===== src/rtl/spi_dual_role.sv =====
module spi_dual_role #(
  parameter int DW     = 8,
  parameter int MAXDIV = 4
) (
  input  logic          clk,
  input  logic          rst_n,
  input  logic          is_master,
  input  logic [2:0]    div_sel,
  input  logic          wr_en,
  input  logic [DW-1:0] wr_data,
  input  logic          stat_rd,
  input  logic          rd_en,
  output logic [DW-1:0] rd_data,
  output logic          done_flag,
  output logic          wcol_flag,
  input  logic          sck_i,
  output logic          sck_o,
  output logic          sck_oe,
  input  logic          ss_n,
  input  logic          mosi_i,
  output logic          mosi_o,
  input  logic          miso_i,
  output logic          miso_o,
  output logic          miso_oe
);
  localparam int CW = $clog2(DW);
  localparam int TW = MAXDIV + 1;

  logic [DW-1:0] sh, rxbuf;
  logic [CW-1:0] bits;
  logic [TW-1:0] tmr;
  logic [2:0]    sck_s, ss_s;
  logic [1:0]    mosi_s;
  logic          samp, busy, sck_q, armed;

  wire [2:0]    ds      = (div_sel > 3'(MAXDIV)) ? 3'(MAXDIV) : div_sel;
  wire [TW-1:0] half    = TW'(1) << ds;
  wire          m_tick  = busy && (tmr == half - TW'(1));
  wire          s_rise  = sck_s[1] & ~sck_s[2];
  wire          s_fall  = ~sck_s[1] & sck_s[2];
  wire          ss_low  = ~ss_s[1];
  wire          active  = is_master ? busy : ss_low;
  wire          load    = wr_en && !active;
  wire          samp_ev = is_master ? (m_tick && !sck_q) : (ss_low && s_rise);
  wire          shft_ev = is_master ? (m_tick && sck_q)  : (ss_low && s_fall);
  wire          in_bit  = is_master ? miso_i : mosi_s[1];
  wire          last    = shft_ev && (bits == CW'(DW-1));
  wire          clr     = rd_en && armed;

  always_ff @(posedge clk or negedge rst_n) begin
    if (!rst_n) begin
      sh <= '0; rxbuf <= '0; bits <= '0; tmr <= '0;
      sck_s <= '0; ss_s <= '1; mosi_s <= '0;
      samp <= 1'b0; busy <= 1'b0; sck_q <= 1'b0;
      done_flag <= 1'b0; wcol_flag <= 1'b0; armed <= 1'b0;
    end else begin
      sck_s  <= {sck_s[1:0], sck_i};
      ss_s   <= {ss_s[1:0], ss_n};
      mosi_s <= {mosi_s[0], mosi_i};

      if (busy) begin
        tmr <= m_tick ? '0 : tmr + TW'(1);
        if (m_tick) sck_q <= ~sck_q;
      end
      if (samp_ev) samp <= in_bit;

      if (load) begin
        sh    <= wr_data;
        bits  <= '0;
        busy  <= is_master;
        tmr   <= '0;
        sck_q <= 1'b0;
      end else if (shft_ev) begin
        sh   <= {sh[DW-2:0], samp};
        bits <= last ? '0 : bits + CW'(1);
        if (last) begin
          rxbuf <= {sh[DW-2:0], samp};
          busy  <= 1'b0;
        end
      end else if (!is_master && !ss_low) begin
        bits <= '0;
      end

      if (!is_master) begin
        busy  <= 1'b0;
        sck_q <= 1'b0;
      end

      if (last)     done_flag <= 1'b1;
      else if (clr) done_flag <= 1'b0;

      if (wr_en && active) wcol_flag <= 1'b1;
      else if (clr)        wcol_flag <= 1'b0;

      if (last || clr)             armed <= 1'b0;
      else if (stat_rd && done_flag) armed <= 1'b1;
    end
  end

  assign rd_data = rxbuf;
  assign sck_o   = sck_q;
  assign sck_oe  = is_master;
  assign mosi_o  = sh[DW-1];
  assign miso_o  = sh[DW-1];
  assign miso_oe = !is_master && ss_low;
endmodule


===== config.mk =====
export PLATFORM = sky130hd
export DESIGN_NAME = spi_dual_role
export DESIGN_NICKNAME = d
export VERILOG_FILES = /design/src/rtl/spi_dual_role.sv
export SDC_FILE = /design/constraint.sdc
export NUM_CORES = 1
export LEC_CHECK = 0
export BUFFER_PORTS_ARGS = -buffer_cell sky130_fd_sc_hd__buf_2
export CAP_MARGIN = 20
export CORE_MARGIN = 5
export CORE_UTILIZATION = 50
export DETAILED_ROUTE_END_ITERATION = 6
export PLACE_DENSITY = 0.74
export SETUP_SLACK_MARGIN = 0.1
export SLEW_MARGIN = 20
export SYNTH_ARGS = -nofsm -noshare
export SYNTH_HDL_FRONTEND = slang
export SYNTH_SLANG_ARGS = --single-unit

===== constraint.sdc =====
create_clock -name clk -period 2.77 [get_ports clk]
set_clock_uncertainty 0.15 [all_clocks]
set_input_delay 0.1385 -clock clk [delete_from_list [all_inputs] [get_ports clk]]
set_output_delay 0.1385 -clock clk [all_outputs]
set_load 0.005 [all_outputs]

== After elaboration in Yosys (flattened, before gate mapping) ==
Cells that the tools add are included.
W data, S select, Z words.
Storage, ports and cells
  flip-flop bits (word level): 37
  input bits: 21
  output and inout bits: 15
Operators by class
  $add $sub $neg: 3
  $lt $le $gt $ge: 1
  equality and inequality tests: 6
  shift operators: 1
  multiplexer cells: 27
  bitwise gates (word level): 7
  reduce and logical (&&, ||, !) cells: 25
Operators with widths (number)
  $mux W1: 17
  $mux W8: 2
  $mux W3: 5
  $mux W5: 3
  $logic_and A1 B1 Y1: 12
  $ne A3 B1 Y1 const B: 4
  $reduce_bool A2 Y1: 5
  $add A5 B1 Y5 const B: 1
  $eq A5 B5 Y1: 1
  $not A1 Y1: 5
  $shl A1 B3 Y5 const A: 1
  $sub A5 B1 Y5 const B: 1
  $reduce_and A2 Y1: 2
  $add A3 B1 Y3 const B: 1
  $eq A3 B3 Y1 const B: 1
  $gt A3 B3 Y1 const B: 1
  $logic_not A1 Y1: 3
  $reduce_and A3 Y1: 1
  $reduce_bool A3 Y1: 1
  $and A1 B1 Y1: 2
  $logic_or A1 B1 Y1: 1

== Depth between registers and ports, before layout ==
Gate-level depths: netlist of the first run.
  depth in word-level cells: 13
  depth in mapped cells: 7
  mapped depth without buffers: 6

== Worst setup path after synthesis of the first run ==
OpenSTA, ideal clock, no wires.
  path kind: register to register
  start: register tmr[2]
  end: register sh[0]
  arrival: 1.927 ns
  path slack: 0.567 ns
  cell stages (with the launch flop): 8
  buffers on the path: 2
  period minus slack after synthesis: 2.203 ns
  path through: dfrtp_1 buf_6 and2_4 o41ai_2 a2111oi_2 or2_1 buf_6 a221o_1
On the way
  cells in the longest elaborated chain, start to end: 5
RTL lines
  start: declaration: line 31  | logic [TW-1:0] tmr;
  start signal: assignment: line 62  | tmr <= m_tick ? '0 : tmr + TW'(1);
  $eq A5 B5 Y1: line 38  | wire m_tick = busy && (tmr == half - TW'(1));
  $logic_and A1 B1 Y1: line 38
  $logic_and A1 B1 Y1: line 45  | wire shft_ev = is_master ? (m_tick && sck_q) : (ss_low && s_fall);
  $mux W1: line 45
  $reduce_bool A2 Y1 (no line)
  end signal: assignment: line 68  | sh <= wr_data;
  end signal: assignment: line 74  | sh <= {sh[DW-2:0], samp};
  end: declaration: line 29  | logic [DW-1:0] sh, rxbuf;
Every way passes these cells.
A chain may end at the register's enable or synchronous reset.

== Final worst setup path of the first run ==
  start: register tmr[2]
  end: register rxbuf[4] (netlist: rd_data[4])
On the way
  cells in the longest elaborated chain, start to end: 6
RTL lines
  $eq A5 B5 Y1 *: line 38
  $logic_and A1 B1 Y1 *: line 38
  $logic_and A1 B1 Y1 *: line 45
  $mux W1 *: line 45
  $logic_and A1 B1 Y1: line 47  | wire last = shft_ev && (bits == CW'(DW-1));
  $reduce_and A3 Y1 (no line) *
  end signal: assignment: line 77  | rxbuf <= {sh[DW-2:0], samp};
  end: declaration: line 29
Mark *: on every way between the ends. The rest lies on a longest branch, timed or not.

==> results of run 1 <==
==> synth_stat cells, drive strengths merged <==
cell      n  area (µm²)
nand3b    1        7.51
a2111oi   1        15.0
nand3     5        25.0
a22oi     1        7.51
or2       1        6.26
a311oi    1        8.76
and4b     1        11.3
dfrtp    35         876
a31oi     1        6.26
nand2b    2        12.5
a221o     8        80.1
o41ai     1        16.3
a21oi     1        5.00
dfstp     2        52.6
nor2b     1        6.26
bufbuf    1        32.5
nor3      4        25.0
o21ai     9        45.0
xor2      3        26.3
inv       3        11.3
clkbuf    2        7.51
a211oi    1        7.51
nor4b     5        43.8
ha        3        37.5
xnor2     3        26.3
nor2      9        36.3
buf       5        42.5
and2      3        21.3
and3      9        57.6
nand2     8        30.0
nand4     2        12.5
mux2     11         124
==> worst paths after layout <==
| check | end | depth (start not counted) | slack, ns | startpoint |
|---|---|---|---|---|
| setup / recovery | rd_data[4] | 5 | 0.28 | tmr[2] |
| hold / removal | mosi_s[1] | 0 | 0.21 | mosi_s[0] |
| setup reg to reg | rd_data[4] | 5 | 0.28 | tmr[2] |
| hold reg to reg | mosi_s[1] | 0 | 0.21 | mosi_s[0] |
| max in group asynchronous | rd_data[5] | 2 | 1.73 | rst_n |
| min in group asynchronous | tmr[2] | 2 | 0.24 | rst_n |
==> registers in the layout (all words and copies together) (netlist names), 2 cells and up <==
name     cells
bits         3
mosi_s       2
rd_data      8
sck_s        3
sh           8
ss_s         2
tmr          5
==> layout make-up <==
type | instances | area (µm²)
multi-input cells | 95 | 713
flip-flops and latches | 37 | 928
inverters | 3 | 11.3
well taps | 46 | 57.6
clock buffers | 7 | 65.1
clock inverters | 1 | 5.00
fillers | 280 | 1200
repair buffers | 54 | 360
==> power groups by stage <==
stage	clock network, W	registers, W	logic [W]
CTS	0.000333	0.000637	0.000163
global placement	0	0.000645	0.000138
floorplan	0	0.000629	0.000115
finish	0.000320	0.000637	0.000163
detailed placement	0	0.000647	0.000142
global route	0.000352	0.000647	0.000185
==> per-stage QoR <==
stage	instances	area, µm²	power, W	hold WS, ns	utilization (%)
floorplan	143	1720	0.000744	-0.307	-
global placement	218	1890	0.000782	0.0935	56.6
detailed placement	218	1890	0.000790	0.0965	56.6
CTS	243	2130	0.00113	0.211	63.8
global route	243	2140	0.00118	0.222	64.2
finish	243	2140	0.00112	0.208	64.2
==> per-layer routing <==
metal  global-route usage, %  up-vias  routed length (µm)
li1                        -      631                   -
met1                    21.6      620                1490
met2                    26.5       47                1620
met3                    5.02       16                 206
met4                    10.5        0                 127
met5                       0        -                   0
==> kinds of logic (layout without fill, tap and decap cells) <==
logic type | count (synthesis) | after routing
compound gates | 24 | 24
xor+xnor | 6 | 6
fa+ha+maj | 3 | 3
buf+inv | 11 | 65
flops | 37 | 37
mux | 11 | 11
simple gates | 51 | 51
==> critical path, delay by kind of cell, from the launching register on <==
family / cells / cell delay [ns]
simple gates: 2 / 0.62
flops: 1 / 0.48
compound gates: 2 / 0.72
mux: 1 / 0.39
==> timing repair <==
| item | in CTS | in global routing |
|---|---|---|
| gates resized for setup | 0 | 1 |
| hold buffers | 17 | 0 |
| endpoints found under the setup margin | 0 | 11 |
| hold endpoints to repair | 51 | 0 |
==> Implementation_results.wiki, run 1 <==
{| class="wikitable"
! Metric !! Value
|-
| Flip-flop and latch count after synthesis || 37
|-
| Type of the worst setup path || reg -> reg
|-
| Residual DRC count || 0
|-
| Area fraction in compound gates after synthesis || around 11%
|-
| Pin count of the biggest net entering global routing || 38
|-
| Core Box Area || 0.00334 mm²
|-
| Share of the synthesized netlist area taken by xor and xnor gates || 3.05%
|-
| Port bufs || 35
|-
| Total Routed Length || approximately 3400 µm
|-
| Initial core utilization || 51.6%
|-
| Register clock-pin slew on the reported worst setup and hold paths || 0.11 ns
|-
| Switching share of power || 26.5%
|-
| Post-layout min period || ~2.5 ns
|-
| Share of total power in combinational logic || between 10% and 20%
|-
| Maximum level of the CTS H-tree || 2
|-
| Wire length of the first global-routing pass || 5840 µm
|-
| Net Sw Power || between 0.0002 and 0.0003 W
|-
| Number of I/O pins || 36
|-
| Post-synthesis instance area || 0.00172 mm²
|-
| Pin slew with the least headroom to its limit || 0.776 ns
|-
| X dimension of the die || 68.7 µm
|-
| Syn_area_per_cell || 12.0 µm²
|-
| Maximum clock path buffer count || 2
|-
| Vias in the first global route || 1315
|-
| Share of final-layout standard cells stronger than drive strength 1 || 33.0%
|-
| DRC marker count from the first detailed-route iteration || 102
|-
| Area enclosed by the die boundary || 0.00472 mm²
|-
| Antenna diode count || 0
|-
| Final setup viols || 0
|-
| Sequential share of the synthesized area || 53.9%
|-
| Area growth, synth to finish || 24.3%
|-
| Simple-gate area share of the yosys netlist || 17.1%
|-
| Clock net sink count || 37
|-
| Adder-Cell Fraction of Synth Area || 2.18%
|-
| Avg WL per Cell || 14.2 µm
|-
| Synth Warn # || 0
|-
| Worst min-delay path category || reg -> reg
|-
| Series of cell instances along the critical path || and2_4 -> o41ai_2 -> a211oi_1 -> nor2_2 -> mux2_2
|-
| PD cells || between 500 and 600 mW/mm²
|-
| Largest stage delay, worst path || 0.53 ns
|-
| Largest fanout on the critical path || 9
|-
| CTS buffer count || 5
|-
| Kind of capture point of the worst setup path || register
|-
| Number of standard-cell rows in the floorplan || 21
|-
| Initial antenna violation count || 0
|-
| TritonCTS clock tree || built
|-
| Smallest setup slack after layout || 0.284 ns
|-
| Final count of hold timing violations || 0
|-
| Remaining Overflow, GRT || 0
|-
| Setup repair after global routing missed its margin || yes
|-
| Number of unique standard cell types used by synthesis || 38
|-
| Post-route clock period utilization || 89.7%
|-
| Insertion delay of the later-clocked pin in the worst-skew pair || ~0.35 ns
|-
| Worst EP arrival || ~2.6 ns
|-
| Maximum ir drop on the vdd rail || 0.327 mV
|-
| Max-capacitance violation count || 0
|-
| Leakage power of the design || 1.05 nW
|-
| Slowest-stage cell, CP || o41ai_2
|-
| Total global routing track utilization || 17.3%
|-
| Clock power frac || roughly 29%
|-
| Kind of start point of the critical path || register
|-
| Number of routed nets with antenna violations || 0
|-
| Root cell of the clock tree || clkbuf_4
|-
| Number of nets in the finished design || 220
|-
| Sequential power share || 56.9%
|-
| Main combinational cell family by area after synthesis || simple AND/OR/NAND/NOR gates
|-
| Vias post-DR || 1314
|-
| Postcts setup bufs || 0
|-
| Detailed Place HPWL || 2430 µm
|-
| RD Place Congestion || 0.801
|-
| Drt pass-1 iters || 4
|-
| Outcome || complete, no violations
|-
| Post-synth net total || 167
|-
| Internal power of the cells || 0.000823 W
|-
| Maximum clock frequency || just over 400 MHz
|-
| Most frequent cells in the layout || dfrtp_1 (35), buf_2 (35), dlygate4sd3_1 (17)
|-
| Die Span Y || about 69 µm
|-
| Via count normalized by instance count || 5.41
|-
| Required time of the worst setup path || approximately 2.9 ns
|-
| Total negative setup slack || 0 ns
|-
| Number of pins with negative max-slew slack in the final report || 0
|-
| Share of synthesized area spent on multiplexers || 7.19%
|-
| Syn Inst Count || around 140
|-
| Placement Setup Slack || 0.288 ns
|-
| Slew HR || approximately 48%
|}
(Power assumes the default switching activity.)
==> inputs of run 2 (changes only) <==
--- a/config.mk
+++ b/config.mk
@@ -5,12 +5,10 @@
 export SDC_FILE = /design/constraint.sdc
 export NUM_CORES = 1
 export LEC_CHECK = 0
-export BUFFER_PORTS_ARGS = -buffer_cell sky130_fd_sc_hd__buf_2
 export CAP_MARGIN = 20
-export CORE_MARGIN = 5
 export CORE_UTILIZATION = 50
 export DETAILED_ROUTE_END_ITERATION = 6
-export PLACE_DENSITY = 0.74
+export DONT_BUFFER_PORTS = 1
 export SETUP_SLACK_MARGIN = 0.1
 export SLEW_MARGIN = 20
 export SYNTH_ARGS = -nofsm -noshare
==> Implementation_results.wiki, run 2 (synthesis gave the netlist of run 1 again) <==
{| class="wikitable"
! Metric !! Value
|-
| Insertion delay of the later-clocked pin in the worst-skew pair || 0.33 ns (-0.02 ns)
|-
| Kind of capture point of the worst setup path || register
|-
| Required time of the worst setup path || 2.83 ns (-0.03 ns)
|-
| Avg WL per Cell || 15.3 µm (+7.6%)
|-
| Clock net sink count || 37 (unchanged)
|-
| Most frequent cells in the layout || dfrtp_1 (35), dlygate4sd3_1 (18), mux2_2 (11)
|-
| Type of the worst setup path || reg -> reg
|-
| Worst min-delay path category || in -> reg
|-
| Remaining Overflow, GRT || 0 (unchanged)
|-
| Instance count along the most critical hold path || 3 (+3)
|-
| Clock power frac || 27.2% (-1.4 points)
|-
| Residual DRC count || 0 (unchanged)
|-
| Maximum level of the CTS H-tree || 2 (unchanged)
|-
| R2r worst-path depth || 5 (unchanged)
|-
| Die Span Y || 60.7 µm (-12%)
|-
| Outcome || complete, no violations
|-
| Most common library cell in the layout ignoring fill and taps || dfrtp_1
|-
| Vias in the first global route || 1146 (-13%)
|-
| Wire length of the first global-routing pass || 5240 µm (-10%)
|-
| Cell count after placement || 182 (-17%)
|-
| Share of final-layout standard cells stronger than drive strength 1 || 18.2% (-15 points)
|-
| Reg-to-reg startpoint || tmr[2]
|-
| Final setup viols || 0 (unchanged)
|-
| X dimension of the die || 60.7 µm (-12%)
|-
| Drt pass-1 iters || 4 (unchanged)
|-
| Share of total power in combinational logic || 13.2% (-1.3 points)
|-
| Kind of start point of the critical path || register
|-
| Max-capacitance violation count || 0 (unchanged)
|-
| Switching share of power || 26.2% (-0.36 points)
|-
| Hold endpoint || bits[0]
|-
| DRC marker count from the first detailed-route iteration || 64 (-37%)
|-
| Slew HR || 62.5% (+14 points)
|-
| Number of routed nets with antenna violations || 0 (unchanged)
|-
| Net Sw Power || 0.000280 W (-5.7%)
|-
| Number of pins with negative max-slew slack in the final report || 0 (unchanged)
|-
| Initial antenna violation count || 0 (unchanged)
|-
| PD cells || 542 mW/mm² (+3.5%)
|-
| Total negative setup slack || 0 ns (unchanged)
|-
| Quantity of gates resized following cts || 0 (unchanged)
|-
| Maximum clock frequency || 412 MHz (+2.4%)
|-
| TritonCTS clock tree || built
|-
| R2R Setup Slk || 0.34 ns (+0.06 ns)
|-
| Register clock-pin slew on the reported worst setup and hold paths || 0.10 ns (about the same)
|-
| Maximum ir drop on the vdd rail || 0.308 mV (-5.7%)
|-
| Via count normalized by instance count || 5.65 (+4.4%)
|-
| Total global routing track utilization || 20.4% (+3.0 points)
|-
| Number of standard-cell rows in the floorplan || 20 (-4.8%)
|-
| Vias post-DR || 1180 (-10%)
|-
| Sequential power share || 59.6% (+2.7 points)
|-
| End-of-flow core utilization || 62.7% (-1.5 points)
|-
| Area growth, synth to finish || 14.7%
|-
| Initial core utilization || 54.6% (+3.0 points)
|-
| Post-place instance area || 0.00172 mm² (-9.0%)
|-
| Pin slew with the least headroom to its limit || 0.560 ns (-0.216 ns)
|-
| Final count of hold timing violations || 0 (unchanged)
|-
| Number of I/O pins || 36 (unchanged)
|-
| Launch point of the worst hold path || is_master
|-
| Leakage power of the design || 0.903 nW (-14%)
|-
| Area enclosed by the die boundary || 0.00368 mm² (-22%)
|-
| Internal power of the cells || 0.000791 W (-4.0%)
|-
| Root cell of the clock tree || clkbuf_4
|-
| RD Place Congestion || 0.780 (-2.7%)
|-
| Maximum clock path buffer count || 2 (unchanged)
|-
| Port bufs || 0 (-100%)
|-
| Antenna diode count || 0 (unchanged)
|-
| Reg2reg end || bits[2]
|-
| Worst Hold Slack || 0.0395 ns (-0.168 ns)
|-
| Total Routed Length || 3190 µm (-7.5%)
|-
| Pin count of the biggest net entering global routing || 38 (unchanged)
|-
| Final design area excluding fillers || 0.00198 mm² (-7.7%)
|-
| Largest fanout on the critical path || 11 (+2)
|-
| Non-filler instance count after layout || 209 (-14%)
|-
| Detailed Place HPWL || 2140 µm (-12%)
|-
| Post-route clock period utilization || 87.6% (-2.1 points)
|-
| Core Box Area || 0.00315 mm² (-5.5%)
|-
| Number of nets in the finished design || 188 (-15%)
|-
| CTS buffer count || 5 (unchanged)
|-
| Post-layout min period || 2.43 ns (-0.0581 ns)
|-
| Setup repair after global routing missed its margin || no
|-
| Worst EP arrival || 2.49 ns (-0.08 ns)
|}
## run 2: changes by cell type in the layout (fill, tap and decap cells not counted), sizes merged
cell,change
clkbuf,+1
dlygate4sd3,+1
buf,-33
clkinv,-1
## run 2: final cells by class
cell class | count | area, µm²
clock buffers | 8 | 58.8
fillers | 280 | 1180
inverters | 3 | 11.3
multi-input cells | 95 | 701
flip-flops and latches | 37 | 928
well taps | 44 | 55.1
repair buffers | 22 | 223
## run 2: how the worst max path moves through the flow
stage,depth (start not counted),start,to
3_5_place_dp,5,tmr[2],rd_data[7]
2_1_floorplan,7,tmr[2],sh[0]
4_1_cts,5,tmr[2],rd_data[0]
3_3_place_gp,5,tmr[2],rd_data[0]
6_report,5,tmr[2],bits[2]
5_1_grt,5,tmr[2],bits[0]
## run 2: repair_timing
action                                 4_1_cts  5_1_grt
setup buffers                                0        0
hold buffers                                19        0
endpoints found under the hold margin       58        0
## run 2: per-stage QoR
step,total power [W],setup slack [ns]
2_1_floorplan,0.000744,0.567
3_3_place_gp,0.000752,0.427
3_5_place_dp,0.000757,0.349
4_1_cts,0.00109,0.329
5_1_grt,0.00114,0.141
6_report,0.00107,0.342
## run 2: power by group through the flow
stage,combinational (W),clock [W],sequential [W]
floorplan,0.000115,0,0.000629
CTS,0.000143,0.000306,0.000638
global placement,0.000106,0,0.000646
global route,0.000160,0.000330,0.000647
finish,0.000141,0.000291,0.000639
detailed placement,0.000108,0,0.000649
## run 2: worst max-delay path, stage by stage (launching register included)
cell       delay, ns
dfrtp_1         0.48
nor4b_1         0.36
o41ai_2         0.15
a2111oi_2       0.61
or2_1           0.41
o21ai_0         0.15
## run 2: per-layer routing
| layer | part of all wire (%) | global-route usage (%) | vias up |
|---|---|---|---|
| met5 | 0 | 0 | - |
| met4 | 1.8 | 8.77 | 0 |
| met1 | 46 | 25.7 | 571 |
| met2 | 46 | 32.2 | 37 |
| li1 | - | - | 566 |
| met3 | 6.1 | 6.61 | 6 |
